File: config.mk
export PLATFORM = sky130hd
export DESIGN_NAME = sdram_burst_colgen
export DESIGN_NICKNAME = d
export VERILOG_FILES = /design/src/rtl/sdram_colgen_pkg.sv /design/src/rtl/colgen_len_decode.sv /design/src/rtl/colgen_beat_ctrl.sv /design/src/rtl/colgen_addr_map.sv /design/src/rtl/sdram_burst_colgen.sv
export SDC_FILE = /design/constraint.sdc
export NUM_CORES = 1
export LEC_CHECK = 0
export BUFFER_PORTS_ARGS = -buffer_cell sky130_fd_sc_hd__buf_4
export CAP_MARGIN = 0
export CORE_ASPECT_RATIO = 0.5
export CORE_MARGIN = 10
export CORE_UTILIZATION = 50
export CTS_BUF_LIST = sky130_fd_sc_hd__clkbuf_16
export CTS_CLUSTER_SIZE = 8
export DETAILED_ROUTE_END_ITERATION = 10
export PLACE_DENSITY = 0.85
export SYNTH_ARGS = -nofsm -noshare
export SYNTH_HDL_FRONTEND = slang
export SYNTH_SLANG_ARGS = --single-unit
File: constraint.sdc
create_clock -name clk_i -period 1.9 [get_ports clk_i]
set_input_delay 0.19 -clock clk_i [delete_from_list [all_inputs] [get_ports clk_i]]
set_output_delay 0.19 -clock clk_i [all_outputs]
set_load 0.02 [all_outputs]
File: src/rtl/sdram_colgen_pkg.sv
package sdram_colgen_pkg;
  typedef enum logic [2:0] {
    LEN_1    = 3'd0,
    LEN_2    = 3'd1,
    LEN_4    = 3'd2,
    LEN_8    = 3'd3,
    LEN_PAGE = 3'd7
  } len_code_e;

  typedef enum logic {
    ORD_SEQ = 1'b0,
    ORD_ILV = 1'b1
  } order_e;
endpackage

File: src/rtl/colgen_len_decode.sv
module colgen_len_decode import sdram_colgen_pkg::*; #(
  parameter int COL_W = 8
) (
  input  logic [2:0]       code_i,
  output logic [COL_W-1:0] wrap_mask_o,
  output logic             full_o
);
  always_comb begin
    full_o      = 1'b0;
    wrap_mask_o = '0;
    unique case (code_i)
      LEN_2:    wrap_mask_o = COL_W'(1);
      LEN_4:    wrap_mask_o = COL_W'(3);
      LEN_8:    wrap_mask_o = COL_W'(7);
      LEN_PAGE: begin
        wrap_mask_o = '1;
        full_o      = 1'b1;
      end
      default:  wrap_mask_o = '0; // LEN_1 and reserved codes
    endcase
  end
endmodule

File: src/rtl/colgen_beat_ctrl.sv
module colgen_beat_ctrl #(
  parameter int COL_W = 8
) (
  input  logic             clk_i,
  input  logic             rst_ni,
  input  logic             start_i,
  input  logic             terminate_i,
  input  logic [COL_W-1:0] start_col_i,
  input  logic [COL_W-1:0] wrap_mask_i,
  input  logic             full_i,
  input  logic             ilv_i,
  output logic             active_o,
  output logic             last_o,
  output logic [COL_W-1:0] base_o,
  output logic [COL_W-1:0] beat_o,
  output logic [COL_W-1:0] mask_o,
  output logic             ilv_o,
  output logic             full_o
);
  logic active_q, full_q, ilv_q;
  logic [COL_W-1:0] base_q, beat_q, mask_q;

  assign last_o = active_q && !full_q && (beat_q == mask_q);

  always_ff @(posedge clk_i or negedge rst_ni) begin
    if (!rst_ni) begin
      active_q <= 1'b0;
      full_q   <= 1'b0;
      ilv_q    <= 1'b0;
      base_q   <= '0;
      beat_q   <= '0;
      mask_q   <= '0;
    end else if (start_i) begin
      active_q <= 1'b1;
      full_q   <= full_i;
      ilv_q    <= ilv_i && !full_i; // full page is sequential only
      base_q   <= start_col_i;
      beat_q   <= '0;
      mask_q   <= wrap_mask_i;
    end else if (active_q) begin
      if (terminate_i || last_o) begin
        active_q <= 1'b0;
        beat_q   <= '0;
      end else begin
        beat_q   <= beat_q + COL_W'(1);
      end
    end
  end

  assign active_o = active_q;
  assign base_o   = base_q;
  assign beat_o   = beat_q;
  assign mask_o   = mask_q;
  assign ilv_o    = ilv_q;
  assign full_o   = full_q;
endmodule

File: src/rtl/colgen_addr_map.sv
module colgen_addr_map #(
  parameter int COL_W = 8
) (
  input  logic [COL_W-1:0] base_i,
  input  logic [COL_W-1:0] beat_i,
  input  logic [COL_W-1:0] mask_i,
  input  logic             ilv_i,
  output logic [COL_W-1:0] col_o
);
  logic [COL_W-1:0] sum;
  assign sum = base_i + beat_i;

  // carries out of the masked field cannot leak: masks are contiguous from bit 0
  for (genvar j = 0; j < COL_W; j++) begin : g_bit
    assign col_o[j] = !mask_i[j] ? base_i[j]
                    : (ilv_i ? (base_i[j] ^ beat_i[j]) : sum[j]);
  end
endmodule

File: src/rtl/sdram_burst_colgen.sv
module sdram_burst_colgen #(
  parameter int COL_W   = 8,
  parameter int START_W = 10
) (
  input  logic               clk_i,
  input  logic               rst_ni,
  input  logic               start_i,
  input  logic [START_W-1:0] start_col_i,
  input  logic [2:0]         len_code_i,
  input  logic               order_i,
  input  logic               terminate_i,
  output logic [COL_W-1:0]   col_o,
  output logic               valid_o,
  output logic               last_o
);
  logic [COL_W-1:0] dec_mask, base, beat, mask, addr;
  logic dec_full, active, ilv, full;

  colgen_len_decode #(.COL_W(COL_W)) u_dec (
    .code_i      (len_code_i),
    .wrap_mask_o (dec_mask),
    .full_o      (dec_full)
  );

  colgen_beat_ctrl #(.COL_W(COL_W)) u_ctrl (
    .clk_i       (clk_i),
    .rst_ni      (rst_ni),
    .start_i     (start_i),
    .terminate_i (terminate_i),
    .start_col_i (start_col_i[COL_W-1:0]),
    .wrap_mask_i (dec_mask),
    .full_i      (dec_full),
    .ilv_i       (order_i),
    .active_o    (active),
    .last_o      (last_o),
    .base_o      (base),
    .beat_o      (beat),
    .mask_o      (mask),
    .ilv_o       (ilv),
    .full_o      (full)
  );

  colgen_addr_map #(.COL_W(COL_W)) u_map (
    .base_i (base),
    .beat_i (beat),
    .mask_i (mask),
    .ilv_i  (ilv),
    .col_o  (addr)
  );

  assign valid_o = active;
  assign col_o   = active ? addr : '0;
endmodule

[After elaboration in Yosys (flattened, before gate mapping)]
Cells that the tools add are included.
Word-level totals
  input port bits: 18
  logic and storage cells: 53
  flip-flop bits (word level): 27
Operators by class
  equality and inequality tests: 5
  multiplexer cells: 25
  $add $sub $neg: 2
  bitwise logic cells: 8
  reductions and logical operators: 7
Operators by type and width (count)
  $mux W8: 4
  $pmux W8 S4: 1
  $mux W1: 20
  $add A8 B1 Y8 const B: 1
  $add A8 B8 Y8: 1
  $eq A8 B8 Y1: 1
  $xor A1 B1 Y1: 8
  $eq A3 B2 Y1 const B: 2
  $eq A3 B1 Y1 const B: 1
  $eq A3 B3 Y1 const B: 1
  $logic_and A1 B1 Y1: 3
  $logic_not A1 Y1: 2
  $reduce_bool A2 Y1: 1
  $logic_or A1 B1 Y1: 1

[Logic depth before layout (Yosys ltp)]
  depth in word-level cells: 7
  gate-level depth with buffers: 7
  depth with buffers taken out: 7

[Cells and area by module]
Synthesis repeated with hierarchy kept, for this count alone.
Second synthesis, totals
  cell total of the unflattened synthesis: 174
  area total of the unflattened synthesis: 1760.4 um^2
Modules (own cells, without submodules)
  colgen_beat_ctrl: times used 1, area each 1226.2 um^2, seq. area each 675.6 um^2, cells an instance 99
  colgen_addr_map: times used 1, area each 407.9 um^2, seq. area each 0.0 um^2, cells an instance 56
  colgen_len_decode: times used 1, area each 76.3 um^2, seq. area each 0.0 um^2, cells an instance 11
  sdram_burst_colgen: times used 1, area each 50.0 um^2, seq. area each 0.0 um^2, cells an instance 8

[Worst setup path before layout]
OpenSTA, ideal clock, no wires.
  kind: register to output
  from: register u_ctrl.beat_q[3], in the netlist u_ctrl.beat_o[3]
  to: output port col_o[5]
  arrival time: 1.977 ns
  cell stages (with the launch flop): 6
  buffers on the path: 0
  slack: -0.267 ns
  required time: 1.710 ns
  cells stage by stage: dfrtp_1 > ha_1 > o211ai_1 > o21a_1 > or3_1 > a311oi_1
Between the ends
  cells in the longest elaborated chain, start to end: 4
Ends and longest elaborated chain
  from (decl): RTL line colgen_beat_ctrl.sv:21  | logic [COL_W-1:0] base_q, beat_q, mask_q;
  from (signal assigned): RTL line colgen_beat_ctrl.sv:45  | beat_q <= beat_q + COL_W'(1);
  $add A8 B8 Y8: RTL line colgen_addr_map.sv:11  | assign sum = base_i + beat_i;
  $mux W1: RTL line colgen_addr_map.sv:16  | : (ilv_i ? (base_i[j] ^ beat_i[j]) : sum[j]);
  $mux W1: RTL line colgen_addr_map.sv:15  | assign col_o[j] = !mask_i[j] ? base_i[j]
  $mux W8: RTL line sdram_burst_colgen.sv:52  | assign col_o = active ? addr : '0;
  to (decl): RTL line sdram_burst_colgen.sv:12  | output logic [COL_W-1:0] col_o,
No other way between the ends.

[Worst setup path after layout]
  from: register u_ctrl.base_q[0], in the netlist u_ctrl.base_o[0]
  to: output port col_o[7]
Between the ends
  cells in the longest elaborated chain, start to end: 4
Ends and longest elaborated chain
  from (decl): RTL line colgen_beat_ctrl.sv:21
  from (signal assigned): RTL line colgen_beat_ctrl.sv:37  | base_q <= start_col_i;
  $add A8 B8 Y8: RTL line colgen_addr_map.sv:11
  $mux W1: RTL line colgen_addr_map.sv:16
  $mux W1: RTL line colgen_addr_map.sv:15
  $mux W8: RTL line sdram_burst_colgen.sv:52
No other way between the ends.

==> run metrics <==
top cell type by total area after synthesis dfrtp_1; Core ar. 0.00296 mm^2; PD cells 719 mW/mm^2; Commonest cells post-synth 22 x dfrtp_1, 15 x o21ai_0, 12 x a21oi_1, 11 x nor2_1, 10 x nand2_1; final wirelength 4860 um; synth warn 0; failing checks negative setup slack; syn_area_per_cell 9.28 um^2; final core occ 75.4%; FP Rows 14; # H-tree levels 1; status complete, but fails checks; Worst VDD drop 0.000402 V; Peak Freq 437 MHz; synthesized area 0.00152 mm^2; Max transition margin 78.2%; Clk Latency, worst-skew pair 0.26 ns; Least-Margin Pin Slew 0.326 ns; vias in the first global route 1445; leakage power 0.972 nW; post-layout min period 2.29 ns; R2R cell count 7; share of cells above drive strength 1 45.7%; Placed Cells 244; syn_nets 191; CP Capture Point col_o[7]; Multi-input gate area 0.00103 mm^2; crit start category register; Final GP Congestion 0.829; crit end category output port; HP Start start_col_i[2]; pin count of the biggest net entering global routing 32; Crit Path Max Fanout 5; first-pass iteration count of the detailed router 4; Psw 0.456 mW; Area Overhead vs Synth 46.8%; number of synthesized register bits 22; GRT Util Overall 14.0%; Mapped Cells 164; first-pass GRT wire length 6740 um; FFs w/ async S/R, synth 100%; Clock Sinks 22; TritonCTS clock tree yes; Critical Path RT 1.71 ns; CP Launch Point u_ctrl.base_o[0]; nets@finish 247; initial antenna violation count 0; FF-to-FF Start u_ctrl.beat_o[1]; Primary FF master, synth dfrtp_1; n_diodes 0; CTS buffer count 3; top post-synthesis cells by area dfrtp_1 36%, mux2_2 6.7%, ha_1 6.6%; DRC errors left 0; EDFF count, synth 0; post-route clock period utilization 121%; part of the power in registers 33.2%; Avg Vias per Cell 5.99; CTS root buf clkbuf_16; Cell Count, Final, Fillers Out 259; Internal 1.15 mW; Seq/Total Area, Yosys 36.2%; Clock power frac 37.5%; final slew viol count 0; count leader, synth dfrtp_1; DR WL/cell 18.8 um; Die W 98.0 um; drt initial violations 198; endpoints failing hold 0; clk buf depth 2; number of distinct library cells after synthesis 44; Fillers 168; Sw Share 28.4%; Ports 28; register area 554 um^2; r2r endpoint u_ctrl.beat_o[7]; CP Class register to output port; Hold WC Path Type input pin to register; HPWL Detailed 2880 um; Clk pin slew, worst setup/hold paths 0.06 ns; Remaining Overflow, GRT 0; Die ar. 0.00578 mm^2; Layout Skew 0.00463 ns; final worst slack -0.390 ns; Final ANT Viol Nets 0; combinational share of power 29.3%; area fraction of the dominant cell type after synthesis 36.2%; Max-Cap Viols 0; Via Count 1552; Setup violations, final 9; unrepaired setup endpoints after global routing true; Crit path arrival time 2.10 ns; Die Ht 59.0 um; Buffers on Ports 25; reg2reg setup slack -0.02 ns; starting density of the core 51.4%; Power, Total 1.61 mW
critical path, cell delays in order (launching register included):
cell and delay [ns]:
dfrtp_1 0.38, ha_2 0.20, buf_4 0.14, a211oi_2 0.22
o21a_1 0.25, nand2_1 0.12, o2111a_1 0.28, o221ai_2 0.06
buf_4 0.17
kinds of logic (layout without fill, tap and decap cells):
kind of cell               after synthesis  count (layout)  share of synthesized area, %
AOI/OAI and AO/OA                       48              48                          20.6
xor gates and xnor gates                 7               7                          4.03
adders and majority gates                9               9                          7.90
buffers and inverters                   16              71                          4.85
DFF                                     22              22                          36.2
muxes                                   11              11                          7.98
and+or+nand+nor                         51              51                          18.5
metal layers:
| layer | share of wire, % | vias up | track usage, % |
|---|---|---|---|
| met3 | 8.8 | 23 | 3.38 |
| met2 | 46 | 98 | 24.5 |
| met1 | 41 | 711 | 16.9 |
| met5 | 0 | - | 0 |
| met4 | 3.9 | 0 | 4.32 |
| li1 | - | 720 | - |
area by class of cell:
class                           instances  share of cell area (%)
Tap cell                               40                    2.24
Timing Repair Buffer                   58                    20.4
Clock buffer                            3                    3.36
Sequential cell                        22                    24.8
Inverter                                9                    1.62
Clock inverter                          1                    1.34
Multi-Input combinational cell        126                    46.2
power by group through the flow:
stage	Combinational (mW)	Sequential, mW	Clock [mW]
floorplan	0.226	0.535	0
global placement	0.381	0.535	0
detailed placement	0.392	0.537	0
CTS	0.430	0.531	0.605
global route	0.508	0.536	0.616
finish	0.471	0.533	0.602
placed cells by master (no fill, tap or decap), types with 2 or more instances in the layout:
| cell type | netlist | final |
|---|---|---|
| buf_4 | 1 | 52 |
| dfrtp_1 | 22 | 19 |
| o21ai_0 | 15 | 14 |
| nor2_1 | 11 | 11 |
| nand2_1 | 10 | 9 |
| a21oi_1 | 12 | 9 |
| mux2_2 | 9 | 9 |
| inv_1 | 8 | 8 |
| xnor2_1 | 6 | 5 |
| nand3_1 | 7 | 5 |
| buf_6 | 1 | 5 |
| a211oi_2 | 0 | 4 |
| ha_4 | 0 | 4 |
| a21oi_2 | 0 | 3 |
| o211ai_1 | 3 | 3 |
| nand2b_1 | 3 | 3 |
| and3_1 | 3 | 3 |
| nor4_1 | 3 | 3 |
| nor3_1 | 3 | 3 |
| ha_1 | 8 | 3 |
| clkbuf_16 | 0 | 3 |
| dfrtp_2 | 0 | 3 |
| nand3_2 | 0 | 2 |
| o21a_1 | 2 | 2 |
| or3_1 | 2 | 2 |
| mux2i_1 | 2 | 2 |
| nand4_1 | 2 | 2 |
| a211o_1 | 2 | 2 |
registers in the layout (all words and copies together), names as in the netlist:
| name | flops |
|---|---|
| u_ctrl.base_o | 8 |
| u_ctrl.beat_o | 8 |
| u_ctrl.mask_o | 3 |
| u_ctrl.active_o | 1 |
| u_ctrl.full_o | 1 |
| u_ctrl.ilv_o | 1 |
per-stage QoR:
stage	hold WS (ns)	setup WS, ns	area (um^2)	TNS (ns)
floorplan	-0.106	-0.115	1550	-0.142
global placement	0.0937	-0.127	1910	-0.339
detailed placement	0.101	-0.176	1910	-0.492
CTS	0.156	-0.349	2140	-1.57
global route	0.164	-0.458	2230	-2.50
finish	0.156	-0.390	2230	-2.09
what timing repair did:
| action | 4_1_cts | 5_1_grt |
|---|---|---|
| hold buffers | 1 | 0 |
| hold endpoints to repair | 22 | 0 |
| pin swaps | 19 | 11 |
| setup buffers | 4 | 7 |
| gates resized for setup | 15 | 10 |
| endpoints found under the setup margin | 8 | 11 |
worst min-delay path by stage:
stage / endpoint / slack (ns) / cells past startpoint
after floorplan: u_ctrl.active_o / -0.11 / 0
after global placement: u_ctrl.beat_o[7] / 0.09 / 1
after detailed placement: u_ctrl.beat_o[5] / 0.10 / 1
after CTS: u_ctrl.base_o[3] / 0.16 / 2
after global routing: u_ctrl.base_o[2] / 0.16 / 2
final: u_ctrl.base_o[2] / 0.16 / 2
Note: power is estimated with default switching activity, not from simulation.
